==> src/rtl/sersym_pkg.sv <==
package sersym_pkg;

    localparam int SYM_BITS  = 10;
    localparam int BYTE_BITS = 8;

    typedef enum logic [1:0] {
        LANE_ONE  = 2'b00,
        LANE_TWO  = 2'b01,
        LANE_FOUR = 2'b10,
        LANE_WIDE = 2'b11
    } lane_mode_e;

    // number of symbols carried by a word for a given mode
    function automatic logic [2:0] lane_count(input lane_mode_e mode);
        case (mode)
            LANE_ONE: return 3'd1;
            LANE_TWO: return 3'd2;
            default:  return 3'd4;
        endcase
    endfunction

endpackage

==> src/rtl/word_pack.sv <==
module word_pack #(
    parameter int LANES  = 4,
    parameter int SYM_W  = 10,
    parameter int BYTE_W = 8
) (
    input  logic [LANES*SYM_W-1:0]  code,
    input  logic [LANES*BYTE_W-1:0] bytes,
    input  logic [LANES-1:0]        ctl_a,
    input  logic [LANES-1:0]        ctl_b,
    input  logic                    bypass,
    output logic [LANES*SYM_W-1:0]  word
);

    // bypass symbol: side bit a leaves first, then side bit b, then the byte
    for (genvar i = 0; i < LANES; i++) begin : g_lane
        assign word[i*SYM_W +: SYM_W] = bypass
            ? {bytes[i*BYTE_W +: BYTE_W], ctl_b[i], ctl_a[i]}
            : code[i*SYM_W +: SYM_W];
    end

endmodule

==> src/rtl/align_fifo.sv <==
module align_fifo #(
    parameter int WIDTH = 43,
    parameter int DEPTH = 4
) (
    input  logic                               clk,
    input  logic                               rst_n,
    input  logic                               wr_en,
    input  logic [WIDTH-1:0]                   wr_data,
    input  logic                               rd_en,
    output logic [WIDTH-1:0]                   rd_data,
    output logic                               empty,
    output logic [$clog2(DEPTH+1)-1:0]         level,
    output logic                               ovf_evt
);

    localparam int PTR_W = (DEPTH > 1) ? $clog2(DEPTH) : 1;
    localparam int LVL_W = $clog2(DEPTH+1);

    typedef struct packed {
        logic [DEPTH-1:0][WIDTH-1:0] mem;
        logic [PTR_W-1:0]            wp;
        logic [PTR_W-1:0]            rp;
        logic [LVL_W-1:0]            lvl;
    } fifo_st_t;

    fifo_st_t st_d, st_q;
    logic     full, do_rd, do_wr;

    assign empty   = (st_q.lvl == '0);
    assign full    = (st_q.lvl == LVL_W'(DEPTH));
    assign level   = st_q.lvl;
    assign rd_data = st_q.mem[st_q.rp];

    always_comb begin
        st_d    = st_q;
        do_rd   = rd_en && !empty;
        do_wr   = wr_en && (!full || do_rd);
        ovf_evt = wr_en && full && !do_rd;
        if (do_wr) begin
            st_d.mem[st_q.wp] = wr_data;
            st_d.wp = (st_q.wp == PTR_W'(DEPTH-1)) ? '0 : st_q.wp + 1'b1;
        end
        if (do_rd) begin
            st_d.rp = (st_q.rp == PTR_W'(DEPTH-1)) ? '0 : st_q.rp + 1'b1;
        end
        case ({do_wr, do_rd})
            2'b10:   st_d.lvl = st_q.lvl + 1'b1;
            2'b01:   st_d.lvl = st_q.lvl - 1'b1;
            default: st_d.lvl = st_q.lvl;
        endcase
    end

    always_ff @(posedge clk or negedge rst_n) begin
        if (!rst_n) st_q <= '0;
        else        st_q <= st_d;
    end

endmodule

==> src/rtl/bit_shifter.sv <==
module bit_shifter #(
    parameter int               LANES     = 4,
    parameter int               SYM_W     = 10,
    parameter logic [SYM_W-1:0] IDLE_CODE = 10'h17C
) (
    input  logic                         clk,
    input  logic                         rst_n,
    input  logic [LANES*SYM_W-1:0]       word,
    input  logic [$clog2(LANES+1)-1:0]   lanes,
    input  logic                         avail,
    input  logic                         invert,
    output logic                         pop,
    output logic                         unf_evt,
    output logic                         tx
);

    localparam int WORD_W = LANES * SYM_W;
    localparam int REM_W  = $clog2(WORD_W + 1);

    typedef struct packed {
        logic [WORD_W-1:0] sreg;
        logic [REM_W-1:0]  rem;
        logic              armed;
        logic              tx;
    } shf_st_t;

    shf_st_t st_d, st_q;
    logic    out_bit;

    assign tx = st_q.tx;

    always_comb begin
        st_d    = st_q;
        pop     = 1'b0;
        unf_evt = 1'b0;
        if (st_q.rem == '0) begin
            if (avail) begin
                pop        = 1'b1;
                out_bit    = word[0];
                st_d.sreg  = word >> 1;
                st_d.rem   = REM_W'(int'(lanes) * SYM_W - 1);
                st_d.armed = 1'b1;
            end else begin
                out_bit   = IDLE_CODE[0];
                st_d.sreg = WORD_W'(IDLE_CODE) >> 1;
                st_d.rem  = REM_W'(SYM_W - 1);
                if (st_q.armed) begin
                    unf_evt    = 1'b1;
                    st_d.armed = 1'b0;
                end
            end
        end else begin
            out_bit   = st_q.sreg[0];
            st_d.sreg = st_q.sreg >> 1;
            st_d.rem  = st_q.rem - 1'b1;
        end
        st_d.tx = out_bit ^ invert;
    end

    always_ff @(posedge clk or negedge rst_n) begin
        if (!rst_n) st_q <= '0;
        else        st_q <= st_d;
    end

endmodule

==> src/rtl/symbol_serializer.sv <==
module symbol_serializer
    import sersym_pkg::*;
#(
    parameter int               LANES      = 4,
    parameter int               SYM_W      = SYM_BITS,
    parameter int               BYTE_W     = BYTE_BITS,
    parameter int               FIFO_DEPTH = 4,
    parameter logic [SYM_W-1:0] IDLE_CODE  = SYM_W'(10'h17C)
) (
    input  logic                    clk,
    input  logic                    rst_n,
    input  logic                    wr_valid,
    input  logic [1:0]              wr_mode,
    input  logic                    wr_bypass,
    input  logic [LANES*SYM_W-1:0]  wr_code,
    input  logic [LANES*BYTE_W-1:0] wr_byte,
    input  logic [LANES-1:0]        wr_ctl_a,
    input  logic [LANES-1:0]        wr_ctl_b,
    input  logic                    tx_invert,
    input  logic                    err_clr,
    output logic                    tx_o,
    output logic                    ovf_err,
    output logic                    unf_err
);

    localparam int WORD_W  = LANES * SYM_W;
    localparam int LC_W    = $clog2(LANES + 1);
    localparam int ENTRY_W = WORD_W + LC_W;
    localparam int LVL_W   = $clog2(FIFO_DEPTH + 1);

    typedef struct packed {
        logic ovf;
        logic unf;
    } flag_st_t;

    flag_st_t          flg_d, flg_q;
    logic [WORD_W-1:0] packed_word;
    logic [LC_W-1:0]   wr_lanes;
    logic [ENTRY_W-1:0] rd_entry;
    logic              fifo_empty;
    logic [LVL_W-1:0]  fifo_level;
    logic              pop;
    logic              ovf_evt;
    logic              unf_evt;

    assign wr_lanes = LC_W'(lane_count(lane_mode_e'(wr_mode)));

    word_pack #(
        .LANES  (LANES),
        .SYM_W  (SYM_W),
        .BYTE_W (BYTE_W)
    ) u_pack (
        .code   (wr_code),
        .bytes  (wr_byte),
        .ctl_a  (wr_ctl_a),
        .ctl_b  (wr_ctl_b),
        .bypass (wr_bypass),
        .word   (packed_word)
    );

    align_fifo #(
        .WIDTH (ENTRY_W),
        .DEPTH (FIFO_DEPTH)
    ) u_fifo (
        .clk     (clk),
        .rst_n   (rst_n),
        .wr_en   (wr_valid),
        .wr_data ({wr_lanes, packed_word}),
        .rd_en   (pop),
        .rd_data (rd_entry),
        .empty   (fifo_empty),
        .level   (fifo_level),
        .ovf_evt (ovf_evt)
    );

    bit_shifter #(
        .LANES     (LANES),
        .SYM_W     (SYM_W),
        .IDLE_CODE (IDLE_CODE)
    ) u_shift (
        .clk     (clk),
        .rst_n   (rst_n),
        .word    (rd_entry[WORD_W-1:0]),
        .lanes   (rd_entry[ENTRY_W-1:WORD_W]),
        .avail   (!fifo_empty),
        .invert  (tx_invert),
        .pop     (pop),
        .unf_evt (unf_evt),
        .tx      (tx_o)
    );

    // sticky flags: a new event outranks a clear in the same cycle
    always_comb begin
        flg_d.ovf = (flg_q.ovf & ~err_clr) | ovf_evt;
        flg_d.unf = (flg_q.unf & ~err_clr) | unf_evt;
    end

    always_ff @(posedge clk or negedge rst_n) begin
        if (!rst_n) flg_q <= '0;
        else        flg_q <= flg_d;
    end

    assign ovf_err = flg_q.ovf;
    assign unf_err = flg_q.unf;

endmodule

==> config.mk <==
export PLATFORM = sky130hd
export DESIGN_NAME = symbol_serializer
export DESIGN_NICKNAME = d
export VERILOG_FILES = /design/src/rtl/sersym_pkg.sv /design/src/rtl/word_pack.sv /design/src/rtl/align_fifo.sv /design/src/rtl/bit_shifter.sv /design/src/rtl/symbol_serializer.sv
export SDC_FILE = /design/constraint.sdc
export NUM_CORES = 1
export LEC_CHECK = 0
export ABC_AREA = 1
export BUFFER_PORTS_ARGS = -buffer_cell sky130_fd_sc_hd__buf_2
export CORE_ASPECT_RATIO = 1.5
export CORE_UTILIZATION = 55
export CTS_CLUSTER_SIZE = 20
export DETAILED_ROUTE_END_ITERATION = 8
export GPL_ROUTABILITY_DRIVEN = 0
export PLACE_DENSITY = 0.71
export SLEW_MARGIN = 5
export SYNTH_ARGS = -nofsm -noshare
export SYNTH_HDL_FRONTEND = slang
export SYNTH_SLANG_ARGS = --single-unit
export TNS_END_PERCENT = 50
==> constraint.sdc <==
create_clock -name clk -period 2.79 [get_ports clk]
set_input_delay 0.4185 -clock clk [delete_from_list [all_inputs] [get_ports clk]]
set_output_delay 0.4185 -clock clk [all_outputs]
set_load 0.1 [all_outputs]
* Word-level counts from Yosys, hierarchy flattened
Index checks and enable logic that the tools add are counted.
** Word-level totals
- Register bits after elaboration :: 228
- Input bits :: 88
- Output and inout port bits :: 3
- Logic and storage cells :: 70
** Operators by class
- $add $sub $neg :: 6
- Multipliers :: 1
- Magnitude comparators :: 3
- Equality and inequality tests :: 6
- Muxes and demuxes :: 22
- Bitwise logic cells :: 6
- Reductions and logical operators :: 13
** Operators with widths (count)
- 172-bit bitwise mux :: 1
- 43-bit binary-select mux with 2-bit select :: 1
- 43-bit demux with 2-bit select :: 1
- 43-bit 2-to-1 mux :: 2
- 46-bit 2-to-1 mux :: 1
- 45-bit 2-to-1 mux :: 1
- 10-bit 2-to-1 mux :: 4
- 3-bit case mux with 2 select lines :: 2
- 1-bit 2-to-1 mux :: 7
- 2-bit == test, second input constant :: 3
- 6-bit zero test :: 1
- 2-bit by 3-bit < comparator with 1-bit output, second input constant :: 2
- 6-bit by 1-bit subtractor with 6-bit output, second input constant :: 1
- 6-bit by 2-bit subtractor with 6-bit output, second input constant :: 1
- 1-bit logical AND :: 5
- 3-bit by 3-bit multiplier with 5-bit output, second input constant :: 1
- 2-bit by 1-bit adder with 2-bit output, second input constant :: 2
- 2-bit by 1-bit == test with 1-bit output, second input constant :: 2
- 2-bit 2-to-1 mux :: 2
- 3-bit by 1-bit adder with 3-bit output, second input constant :: 1
- 3-bit == test, second input constant :: 1
- 1-bit zero test :: 3
- 3-bit zero test :: 1
- 3-bit by 1-bit subtractor with 3-bit output, second input constant :: 1
- other kinds (8) :: 10

* Longest topological paths before layout
- Word-level depth :: 8
- Depth in mapped cells :: 15
- Mapped depth without buffers :: 14

* Cells and area by module
Synthesis repeated with hierarchy kept, for this count alone.
** Second synthesis, totals
- Cells, all modules :: 1453
- Area total of the unflattened synthesis :: 11571.1 µm²
** Modules (own cells, without submodules)
- align_fifo :: times used 1, cells each 1063, area each 8829.7 µm², sequential area each 4479.3 µm²
- bit_shifter :: times used 1, cells each 246, area each 2042.0 µm², sequential area each 1176.1 µm²
- word_pack :: times used 1, cells each 130, area each 604.3 µm², sequential area each 0.0 µm²
- symbol_serializer :: times used 1, cells each 14, area each 95.1 µm², sequential area each 50.0 µm²

* Worst setup path before layout
OpenSTA, ideal clock, no wires.
- Path kind :: reg-to-reg
- From :: register u_fifo.st_q[3] (netlist name)
- To :: register u_shift.st_q[7] (netlist name)
- Library setup time :: 0.116 ns
- Data arrival time :: 1.979 ns
- Data required time :: 2.674 ns
- Slack :: 0.695 ns
- Cell stages (with the launch flop) :: 15
- Path buffers :: 2
- Period minus slack after synthesis :: 2.095 ns
- Cell sequence :: dfrtp_1 > buf_4 > inv_2 > buf_6 > o211ai_1 > nand2_1 > ha_1 > ha_1 > inv_1 > nand3_1 > xnor2_1 > nor2_1 > nor2_1 > nand2_1 > nand2_1
** RTL lines
- start, declared :: line align_fifo.sv:26 : fifo_st_t st_d, st_q;
- start signal, assigned :: line align_fifo.sv:55 : else st_q <= st_d;
- end signal, assigned :: line bit_shifter.sv:62 : else st_q <= st_d;
- end, declared :: line bit_shifter.sv:27 : shf_st_t st_d, st_q;

==> impl_results.md <==
* Post-synth top area share at 0.520
* CP bufs+invs at 2
* Die area at 0.0205 sq mm
* Sink Count at 228
* Pins over their slew limit at 0
* TritonCTS clock tree: built
* Port Buf Inserts at 90
* H-tree depth at 1
* Post-CTS sizing at 0
* Hold path cells at 2
* Synth warn at 0
* Total grt overflow at 0
* Final Critical Period at 2.22 ns
* Critical Path Slowest Stage Cell: dfrtp_4
* Reg2reg start: u_fifo.st_q[3]
* # diodes at 0
* Arrival time worst endpoint at 2.66 ns
* Clk_lat worst skew at 0.50 ns
* Endpoints failing setup at 0
* Reg-to-reg setup timing slack at 0.57 ns
* Post-route cell area at 0.0123 sq mm
* Area growth, synth to finish at 12.1%
* Die H at 175 um
* Hold violation count in the final report at 0
* Initial DRC Count at 574
* Clk buf depth at 3
* TritonCTS Buffers at 23
* Total track usage at 0.255
* Initial antenna violation count at 1
* First-pass GRT wire length at 41.3 mm
* P_leak at 6.03 nW
* RSZ-0062 raised after global routing: no
* Crit path required time at 3.23 ns
* Crit start category: register
* Synth Net Count at 1,377
* Worst-Margin Slew at 1.09 ns
* Register bit total from synthesis at 228
* Post-synthesis average cell area at 8.58 sq um
* Routed WL at 24.7 mm
* DR vias/cell at 5.43
* Die boundary width at 117 um
* Power per cell area at 1080 mW/mm^2
* Area leader, netlist: dfrtp_1
* Starting density of the core at 0.568
* Post-synth ARST share at 1.00
* I/O pin count at 91
* Remaining DRCs at 0
* Vias in the first global route at 8,359
* Vias post-DR at 8,728
* Kind of critical path: register to register
* CTS clk-pin slew, worst paths at 0.06 ns
* Core area at 0.0193 sq mm
* Worst Reg-to-Reg Cells at 13
* Worst Setup End Kind: register
* Max IR drop VDD at 0.000477 V
* Status: finished clean
* Share of cells above drive strength 1 at 0.164
* Share of the yosys chip area belonging to registers at 0.520
* EDFF count, synth at 0
* Hold endpoint: unf_err
* DP Area at 0.0116 sq mm
* # rows at 62
* Clk_skew at 0.0111 ns
* First-pass DRT Iterations at 6
* Max_cap viols at 0
* WL/cell at 15.4 um
* HP Class: input port to register
* Post-Syn Instances at 1,278
* Syn Std Cell Area at 0.0110 sq mm
* TNS Setup at 0 ns
* Min-delay src: err_clr
* Cell variety after synth at 35
* Final ANT Viol Nets at 0
* Final period utilization at 0.794
* Synth top area cells: dfrtp_1 (52%), nand2_1 (13%), o21ai_0 (11%)
* Final Util at 0.637
* Final HPWL DP at 15.1 mm
* Total power at 0.0133 W
* Largest stage delay, worst path at 0.51 ns
* Pre-CTS WS at 0.596 ns
* Crit Reg-Reg Endpoint: u_shift.st_q[7]
* Main synth FF type: dfrtp_1
* Max-slew headroom at 0.276
* Worst setup margin at 0.574 ns
* Crit path max fanout at 15
* Crit path cell chain: inv_2, nand2_1, o211ai_1, nand2_1, ha_1, ha_1, inv_1, nand3_1, xnor2_1, nor2_1, nor2_1, nand2_1, nand2_1
* Most used cell along the critical path: nand2_1
* Largest net degree at the start of global routing at 117
* CP top delay family: simple AND/OR/NAND/NOR gates
* Root buf cell: clkbuf_16
* F_max at 451 MHz
* Final nets at 1,437
cell usage in the layout, fill, tap and decap left out, types with 2 or more instances in the layout:
cell,n
bufinv_16,2
a21oi_1,81
o21ai_1,37
ha_1,10
clkbuf_1,4
buf_4,22
clkbuf_16,23
clkbuf_8,4
inv_2,3
a2bb2oi_1,6
o21ai_2,17
dfrtp_1,227
xor2_1,2
o21ai_0,237
inv_1,111
nor2_1,10
nand2_1,369
buf_12,6
nor2_8,3
xnor2_1,2
nand3_1,15
clkinv_2,5
clkinv_1,2
o22ai_1,2
mux2_2,40
o211ai_1,5
buf_2,89
nand4_1,4
metrics by stage:
step                      hold slack, ns  std cells
after detailed placement           0.435       1568
after CTS                          0.100       1606
final                              0.110       1606
after global routing               0.116       1606
after global placement             0.425       1568
after floorplan                    0.123       1278
worst register-to-register path: cells and delay by family, from the launching register on:
family	cells	cell delay, ns
and+or+nand+nor	7	0.57
adders and majority gates	2	0.52
xor gates and xnor gates	1	0.20
AOI/OAI and AO/OA	1	0.10
buffers and inverters	2	0.27
DFF	1	0.51
worst max path at each step:
stage / start / end / cells after the start
after floorplan: u_fifo.st_q[3] / u_shift.st_q[7] / 14
final: u_fifo.st_q[3] / u_shift.st_q[7] / 13
after global routing: u_fifo.st_q[3] / u_shift.st_q[7] / 14
after CTS: u_fifo.st_q[3] / u_shift.st_q[7] / 13
after global placement: u_fifo.st_q[3] / u_shift.st_q[7] / 13
after detailed placement: u_fifo.st_q[3] / u_shift.st_q[7] / 13
flip-flops by register name, indices dropped and copies added (netlist names):
name          flops
u_shift.st_q     46
u_fifo.st_q     176
unf_err           1
u_fifo.level      3
u_shift.tx        1
ovf_err           1
repair_timing:
action,4_1_cts,5_1_grt
hold buffers,1,0
setup buffers,0,0
hold endpoints to repair,78,0
logic make-up after synthesis:
| kind of cell | synth area share |
|---|---|
| and+or+nand+nor | 0.150 |
| AOI/OAI and AO/OA | 0.188 |
| DFF | 0.520 |
| buffers and inverters | 0.0835 |
| muxes | 0.0411 |
| adders and majority gates | 0.0132 |
| xor gates and xnor gates | 0.00320 |
routing by layer:
layer	part of all wire	vias up	track usage
li1	-	4274	-
met1	0.43	4233	0.338
met2	0.51	186	0.441
met3	0.041	33	0.0295
met4	0.014	2	0.0607
met5	0.00049	-	0
layout make-up:
| class | instances | area, sq um |
|---|---|---|
| fill | 1680 | 7020 |
| timing repair buffer | 119 | 756 |
| clock buffer | 31 | 646 |
| inverter | 117 | 440 |
| clock inverter | 6 | 80.1 |
| multi-input combinational | 849 | 4350 |
| sequential | 228 | 5710 |
| tap | 256 | 320 |
power breakdown:
part | total, W | switching (W) | leakage (nW) | internal, W
clock | 0.00303 | 0.00124 | 0.361 | 0.00179
combinational | 0.00490 | 0.00324 | 2.82 | 0.00166
sequential | 0.00535 | 0.000548 | 2.84 | 0.00481
cells in the mapped netlist (2+ instances only):
cell type / number
a2bb2oi_1: 6
o21ai_2: 17
o21ai_0: 237
nand4_1: 4
buf_2: 32
o21ai_1: 37
nor2_1: 10
inv_1: 111
clkbuf_1: 31
inv_2: 3
buf_6: 12
nor2_8: 3
a21oi_1: 81
mux2_2: 40
clkinv_1: 2
xor2_1: 2
buf_4: 8
nand3_1: 15
ha_1: 10
o22ai_1: 2
nand2_1: 369
xnor2_1: 2
o211ai_1: 5
dfrtp_1: 228
(Power assumes the default switching activity.)
